<file path="src/rtl/interval_timer.sv">
module interval_timer #(
  parameter int DW = 32,
  parameter int AW = 2
) (
  input  logic          clk,
  input  logic          rst_n,
  input  logic [AW-1:0] bus_addr,
  input  logic          bus_wr,
  input  logic [DW-1:0] bus_wdata,
  output logic [DW-1:0] bus_rdata,
  output logic          irq
);
  localparam logic [AW-1:0] A_CNT  = AW'(0);
  localparam logic [AW-1:0] A_LIM  = AW'(1);
  localparam logic [AW-1:0] A_CTRL = AW'(2);
  localparam logic [DW-1:0] ONES   = {DW{1'b1}};

  logic [DW-1:0] count_q, limit_q;
  logic          ie_q, run_q, pend_q;

  wire wr_cnt  = bus_wr && bus_addr == A_CNT;
  wire wr_lim  = bus_wr && bus_addr == A_LIM;
  wire wr_ctrl = bus_wr && bus_addr == A_CTRL;
  wire at_lim  = count_q == limit_q;
  wire tick    = run_q && !wr_cnt;
  wire hit     = tick && at_lim;

  always_ff @(posedge clk or negedge rst_n) begin
    if (!rst_n) begin
      count_q <= '0;
      limit_q <= ONES;
      ie_q    <= 1'b0;
      run_q   <= 1'b0;
      pend_q  <= 1'b0;
    end else begin
      if (wr_cnt)      count_q <= bus_wdata;
      else if (hit)    count_q <= '0;
      else if (tick)   count_q <= count_q + 1'b1;
      if (wr_lim)      limit_q <= bus_wdata;
      if (wr_ctrl) begin
        ie_q   <= bus_wdata[0];
        run_q  <= bus_wdata[1];
        pend_q <= 1'b0;
      end else if (hit && ie_q) begin
        pend_q <= 1'b1;
      end
    end
  end

  assign irq = pend_q;

  always_comb begin
    bus_rdata = '0;
    case (bus_addr)
      A_CNT:   bus_rdata = count_q;
      A_LIM:   bus_rdata = limit_q;
      A_CTRL:  begin
        bus_rdata[0] = ie_q;
        bus_rdata[1] = run_q;
        bus_rdata[3] = pend_q;
      end
      default: bus_rdata = '0;
    endcase
  end

  p_hold_r2: assert property (@(posedge clk) disable iff (!rst_n)
    (!run_q && !wr_cnt) |=> $stable(count_q));

  p_step_r2: assert property (@(posedge clk) disable iff (!rst_n)
    (run_q && !wr_cnt && !at_lim) |=> count_q == $past(count_q) + 1'b1);

  p_wrap_r4: assert property (@(posedge clk) disable iff (!rst_n)
    (run_q && !wr_cnt && at_lim) |=> count_q == '0);

  p_cause_r5: assert property (@(posedge clk) disable iff (!rst_n)
    $rose(irq) |-> $past(ie_q && run_q && at_lim));

  p_ack_r7: assert property (@(posedge clk) disable iff (!rst_n)
    wr_ctrl |=> !irq);

  p_level_r9: assert property (@(posedge clk) disable iff (!rst_n)
    (irq && !wr_ctrl) |=> irq);
endmodule

</file>
<file path="config.mk">
export PLATFORM = sky130hd
export DESIGN_NAME = interval_timer
export DESIGN_NICKNAME = d
export VERILOG_FILES = /design/src/rtl/interval_timer.sv
export SDC_FILE = /design/constraint.sdc
export NUM_CORES = 1
export LEC_CHECK = 0
export ABC_AREA = 1
export BUFFER_PORTS_ARGS = -buffer_cell sky130_fd_sc_hd__clkbuf_2
export CAP_MARGIN = 20
export CORE_MARGIN = 2
export CORE_UTILIZATION = 58
export DETAILED_ROUTE_END_ITERATION = 6
export PLACE_DENSITY_LB_ADDON = 0.1
export SYNTH_ARGS = -nofsm -noshare
export SYNTH_HDL_FRONTEND = slang
export SYNTH_SLANG_ARGS = --single-unit
</file>
<file path="constraint.sdc">
create_clock -name clk -period 1.75 [get_ports clk]
set_input_delay 0.35 -clock clk [delete_from_list [all_inputs] [get_ports clk]]
set_output_delay 0.35 -clock clk [all_outputs]
set_load 0.01 [all_outputs]
</file>
Yosys cells after proc, flatten, opt, wreduce, memory -nomap -nowiden. Index checks and enable logic that the tools add are counted.

Logic and storage cells: 28. Register bits after elaboration: 67.

Muxes and demuxes: 9. Reduce and logical (&&, ||, !) cells: 10. Add/sub/neg operators: 1. Equality and inequality tests: 3.

Operator list (number): 32-bit 2-to-1 mux (3); 28-bit case mux with 2 select lines (1); 32-bit by 1-bit adder with 32-bit output, second input constant (1); 32-bit equality test (1); 1-bit logical AND (6); 2-bit case mux with 3 select lines (1); 1-bit case mux with 3 select lines (1); 3-bit nonzero test (1); 2-bit by 1-bit equality test with 1-bit output, second input constant (1); 2-bit equality test, second input constant (1); 2-bit zero test (1); 1-bit 2-to-1 mux (2); 1-bit case mux with 2 select lines (1); 2-bit nonzero test (1); 1-bit zero test (1).

Logic depth before layout (Yosys ltp).
Depth after elaboration: 8. Depth in mapped cells: 12. Mapped depth without buffers: 11.

Worst setup path after synthesis. Ideal clock, no wire load.

Path type: input to output. Start: input bus_addr[0]. End: output bus_rdata[10]. Data required time: 1.400 ns. Setup slack: 0.044 ns. Cell stages on the path: 5. Path buffers: 1. Data arrival time: 1.356 ns. Path through: inv_1 > nor2_1 > clkinv_1 > clkbuf_1 > o22ai_1.

Longest elaborated chain between the ends: 2. Elaborated cells on any way between the ends: 3. Those cells by class: eq/ne: 1; mux: 1; reduce/logical: 1.

RTL lines: start: declaration (line 7) `input logic [AW-1:0] bus_addr,`; 2-bit by 1-bit equality test with 1-bit output or 2-bit zero test (tied branches) (line 54) `case (bus_addr)`; 28-bit case mux with 2 select lines (*) (line 54); end: declaration (line 10) `output logic [DW-1:0] bus_rdata,`.

Mark *: on every way between the ends. The rest lies on a longest branch, timed or not.

Final worst setup path.
Start: register limit_q[3]. End: register count_q[22].

Longest elaborated chain between the ends: 4. Elaborated cells on any way between the ends: 5. Those cells by class: eq/ne: 1; mux: 2; reduce/logical: 2.

RTL lines: start: declaration (line 18) `logic [DW-1:0] count_q, limit_q;`; start signal: assignment (line 39) `if (wr_lim) limit_q <= bus_wdata;`; 32-bit equality test (*) (line 24) `wire at_lim = count_q == limit_q;`; 1-bit logical AND (*) (line 26) `wire hit = tick && at_lim;`; 32-bit 2-to-1 mux (line 37) `else if (hit) count_q <= '0;`; 32-bit 2-to-1 mux (line 36) `if (wr_cnt) count_q <= bus_wdata;`; end signal: assignment (line 36); end signal: assignment (line 38) `else if (tick) count_q <= count_q + 1'b1;`; end: declaration (line 18).

Marked as above. A chain may end at the register's enable or synchronous reset.

==> qor.txt <==
Status: finished with violations
Failing checks: negative hold slack, negative setup slack
Area share of the largest cell type after synthesis: 18.7%
FILL cells: 603
Fmax: 549 MHz
Slowest library cell on the worst path: dfstp_2
Worst-margin pin slew: 408 ps
CTS tree: done
Clock share of power: 18.9%
Total negative slack: -1440 ps
Clock latency on the worst-skew pair: 360 ps
Switch Pwr: 0.00269 W
Post-synthesis cell count: 689
Share of layout cells above drive strength 1: 26.0%
Yosys warning count: 0
Crit path top cell by count: nand2_2
GR Overflow Total: 0
Largest net degree at the start of global routing: 68
Slew HR: 72.8%
CP delay by family, top: simple AND/OR/NAND/NOR gates
First-pass GRT wire length: 21.7 mm
Die width: 93.8 um
Crit path DAT: 2070 ps
R2R setup slack: -70 ps
Largest family of logic cells by synthesized area: simple AND/OR/NAND/NOR gates
Number of detailed-route iterations in the first pass: 6
CP Launch Point: limit_q[3]
Final min period: 1820 ps
Simple-gate share of the synthesized area: 31.1%
Startpoint types: flip-flop
Die height: 93.8 um
Port buffer count: 69
H-tree levels: 3
CP Max Fanout: 8
Unrepaired setup endpoints after global routing: true
Root Driver: clkbuf_8
Distinct cells, synth: 32
Starting Density: 60.2%
Most frequent cells after synthesis: nand2_1, inv_1, o22ai_1, o21ai_0, nand3_1
EDFF count, synth: 0
Comb power frac: 42.8%
WHS: -12.3 ps
XOR/XNOR Fraction of Synth Area: 5.81%
CTS sink cnt: 67
Hold Path Class: primary input to asynchronous set/reset pin
Die area: 8800 um2
Rows: 32
Final ANT Viol Nets: 0
Sequential share of the synthesized area: 36.7%
Cell Chain, Critical Path: inv_2, nand2_2, nand2_2, nor2_4, nand2_2, nor2_4, nand2_2, nor2_4, nand2_4, clkbuf_16, nand3b_1, nand2_1
Avg WL per Cell: 15.2 um
Internal power: 0.00387 W
Vias per std cell: 5.44
Final Power: 0.00656 W
Initial antenna violation count: 0
Syn avg cell area: 6.79 um2
Footprint of the multi-input gates: 2410 um2
Clock buffer depth: 2
Ys async rst share: 100%
Worst r2r path cells: 12
Placer's final routability congestion estimate: 0.932
GR Util All Layers: 31.6%
Final setup margin: -72.2 ps
Syn_nets: 727
Buffers & Inverters on Critical Path: 2
Mux contribution to synthesized area: 0%
Reg power frac: 38.3%
Final HPWL DP: 9.27 mm
Max-slew violation count: 0
Worst r2r src: limit_q[3]
Final wirelength: 13.7 mm
Mapped cell area: 4680 um2
Compound-Gate Fraction of Synth Area: 12.7%
Total number of vias: 4,921
Static leakage: 3.02 nW
Adder-Cell Fraction of Synth Area: 0.268%
Pwr/cell area: 1130 nW/um2
Critical path capture point: count_q[22]
Worst R2R End: count_q[22]
Area leader, netlist: dfrtp_1
Starting DRT DRC Count: 394
Critical Path RT: 2000 ps
Ranking of synthesized cells by area: dfrtp_1, dfstp_2, nand2_1
Core Region: 7770 um2
Most frequent cell after synthesis: nand2_1
Register area: 1720 um2
Sw Share: 41.0%
I/O Pins: 70
Final setup viols: 33
Critical path's largest stage delay: 570 ps
Path length in cells of the critical path: 12
Crit. End Element: flip-flop
Dpl ws: -111 ps
Worst vdd ir: 712 uV
# DRC: 0
Area grow syn2layout: 24.1%
Worst Clk Skew: 11.8 ps
Final worst path period share: 104%
Num CTS Buffers: 9
Synth Flop Type: dfrtp_1
Vias in the first global route: 4,575
Final nets: 836
Antenna cells: 0
Critical path class: flip-flop to flip-flop
Seq cells post-synth: 67
Final hold violation count: 2
Clock transition at path regs: 70 ps
Max_cap viols: 0
==> through the flow <==
step | hold slack [ps] | instances | cell area [um2] | util, %
after CTS | 17.0 | 901 | 5660 | 72.9
after global placement | 401 | 885 | 5470 | 70.4
final | -12.3 | 905 | 5800 | 74.7
after detailed placement | 396 | 885 | 5470 | 70.4
after global routing | 34.0 | 905 | 5800 | 74.7
after floorplan | 54.4 | 689 | 4680 | -
==> worst min-delay path by stage <==
| stage | from | end | depth (start not counted) |
|---|---|---|---|
| after floorplan | rst_n | count_q[0] | 0 |
| after global placement | rst_n | run_q | 2 |
| after detailed placement | rst_n | run_q | 2 |
| after CTS | rst_n | run_q | 2 |
| after global routing | rst_n | run_q | 2 |
| final | rst_n | run_q | 2 |
==> metal layers <==
| layer | wire, um | track usage [%] | part of all wire, % | up-vias |
|---|---|---|---|---|
| met3 | 1090 | 4.09 | 7.9 | 34 |
| li1 | - | - | - | 2389 |
| met1 | 5810 | 43.1 | 42 | 2277 |
| met5 | 0 | 0 | 0 | - |
| met2 | 6500 | 51.7 | 47 | 221 |
| met4 | 350 | 11.7 | 2.5 | 0 |
==> registers in the layout, indices dropped and copies added (netlist names) <==
signal and flops:
irq 1, ie_q 1, run_q 1, limit_q 32
count_q 32
==> layout by cell type, fill, tap and decap left out, types with 3 or more instances in the layout <==
cell,synthesis,routed
inv_2,1,3
nor2_1,39,32
nand2_2,3,7
dfrtp_2,0,3
o21ai_0,43,43
buf_12,0,6
o22ai_1,51,50
xor2_1,20,20
dfstp_2,32,32
nor2_2,2,6
nand2_1,206,201
clkbuf_2,0,67
clkbuf_8,0,12
inv_1,134,132
nor3_1,11,10
nand3_1,40,37
nand4_1,5,5
buf_4,0,43
nand3b_1,9,9
nor2_4,4,7
xnor2_1,11,11
dfrtp_1,35,32
a21oi_1,4,4
nand3_2,5,8
==> what timing repair did <==
item | 4_1_cts | 5_1_grt
pin swaps | 0 | 11
endpoints found under the setup margin | 33 | 36
buffers inserted | 0 | 1
cloned | 0 | 3
hold buffers | 0 | 0
resized for setup | 5 | 23
==> logic make-up (layout without fill, tap and decap cells) <==
group	count (synthesis)	in the layout
XOR/XNOR	31	31
adder cells (fa/ha/maj)	1	1
AND/OR/NAND/NOR	328	328
buffers and inverters	159	273
AO/OA/AOI/OAI	103	103
flip-flops	67	67
==> area by class of cell <==
cell class	instances	share of cell area, %
clock buffers	14	2.98
clock inverters	2	0.173
multi-input cells	463	41.6
well taps	102	2.20
repair buffers	121	14.6
inverters	136	8.80
flip-flops and latches	67	29.7
==> power groups by stage <==
stage / sequential [W] / combinational (W) / clock, W
2_1_floorplan: 0.00239 / 0.00169 / 0
3_3_place_gp: 0.00248 / 0.00253 / 0
3_5_place_dp: 0.00250 / 0.00263 / 0
4_1_cts: 0.00248 / 0.00267 / 0.00125
5_1_grt: 0.00256 / 0.00312 / 0.00130
6_report: 0.00251 / 0.00281 / 0.00124
Power figures use the tool's default switching activity.
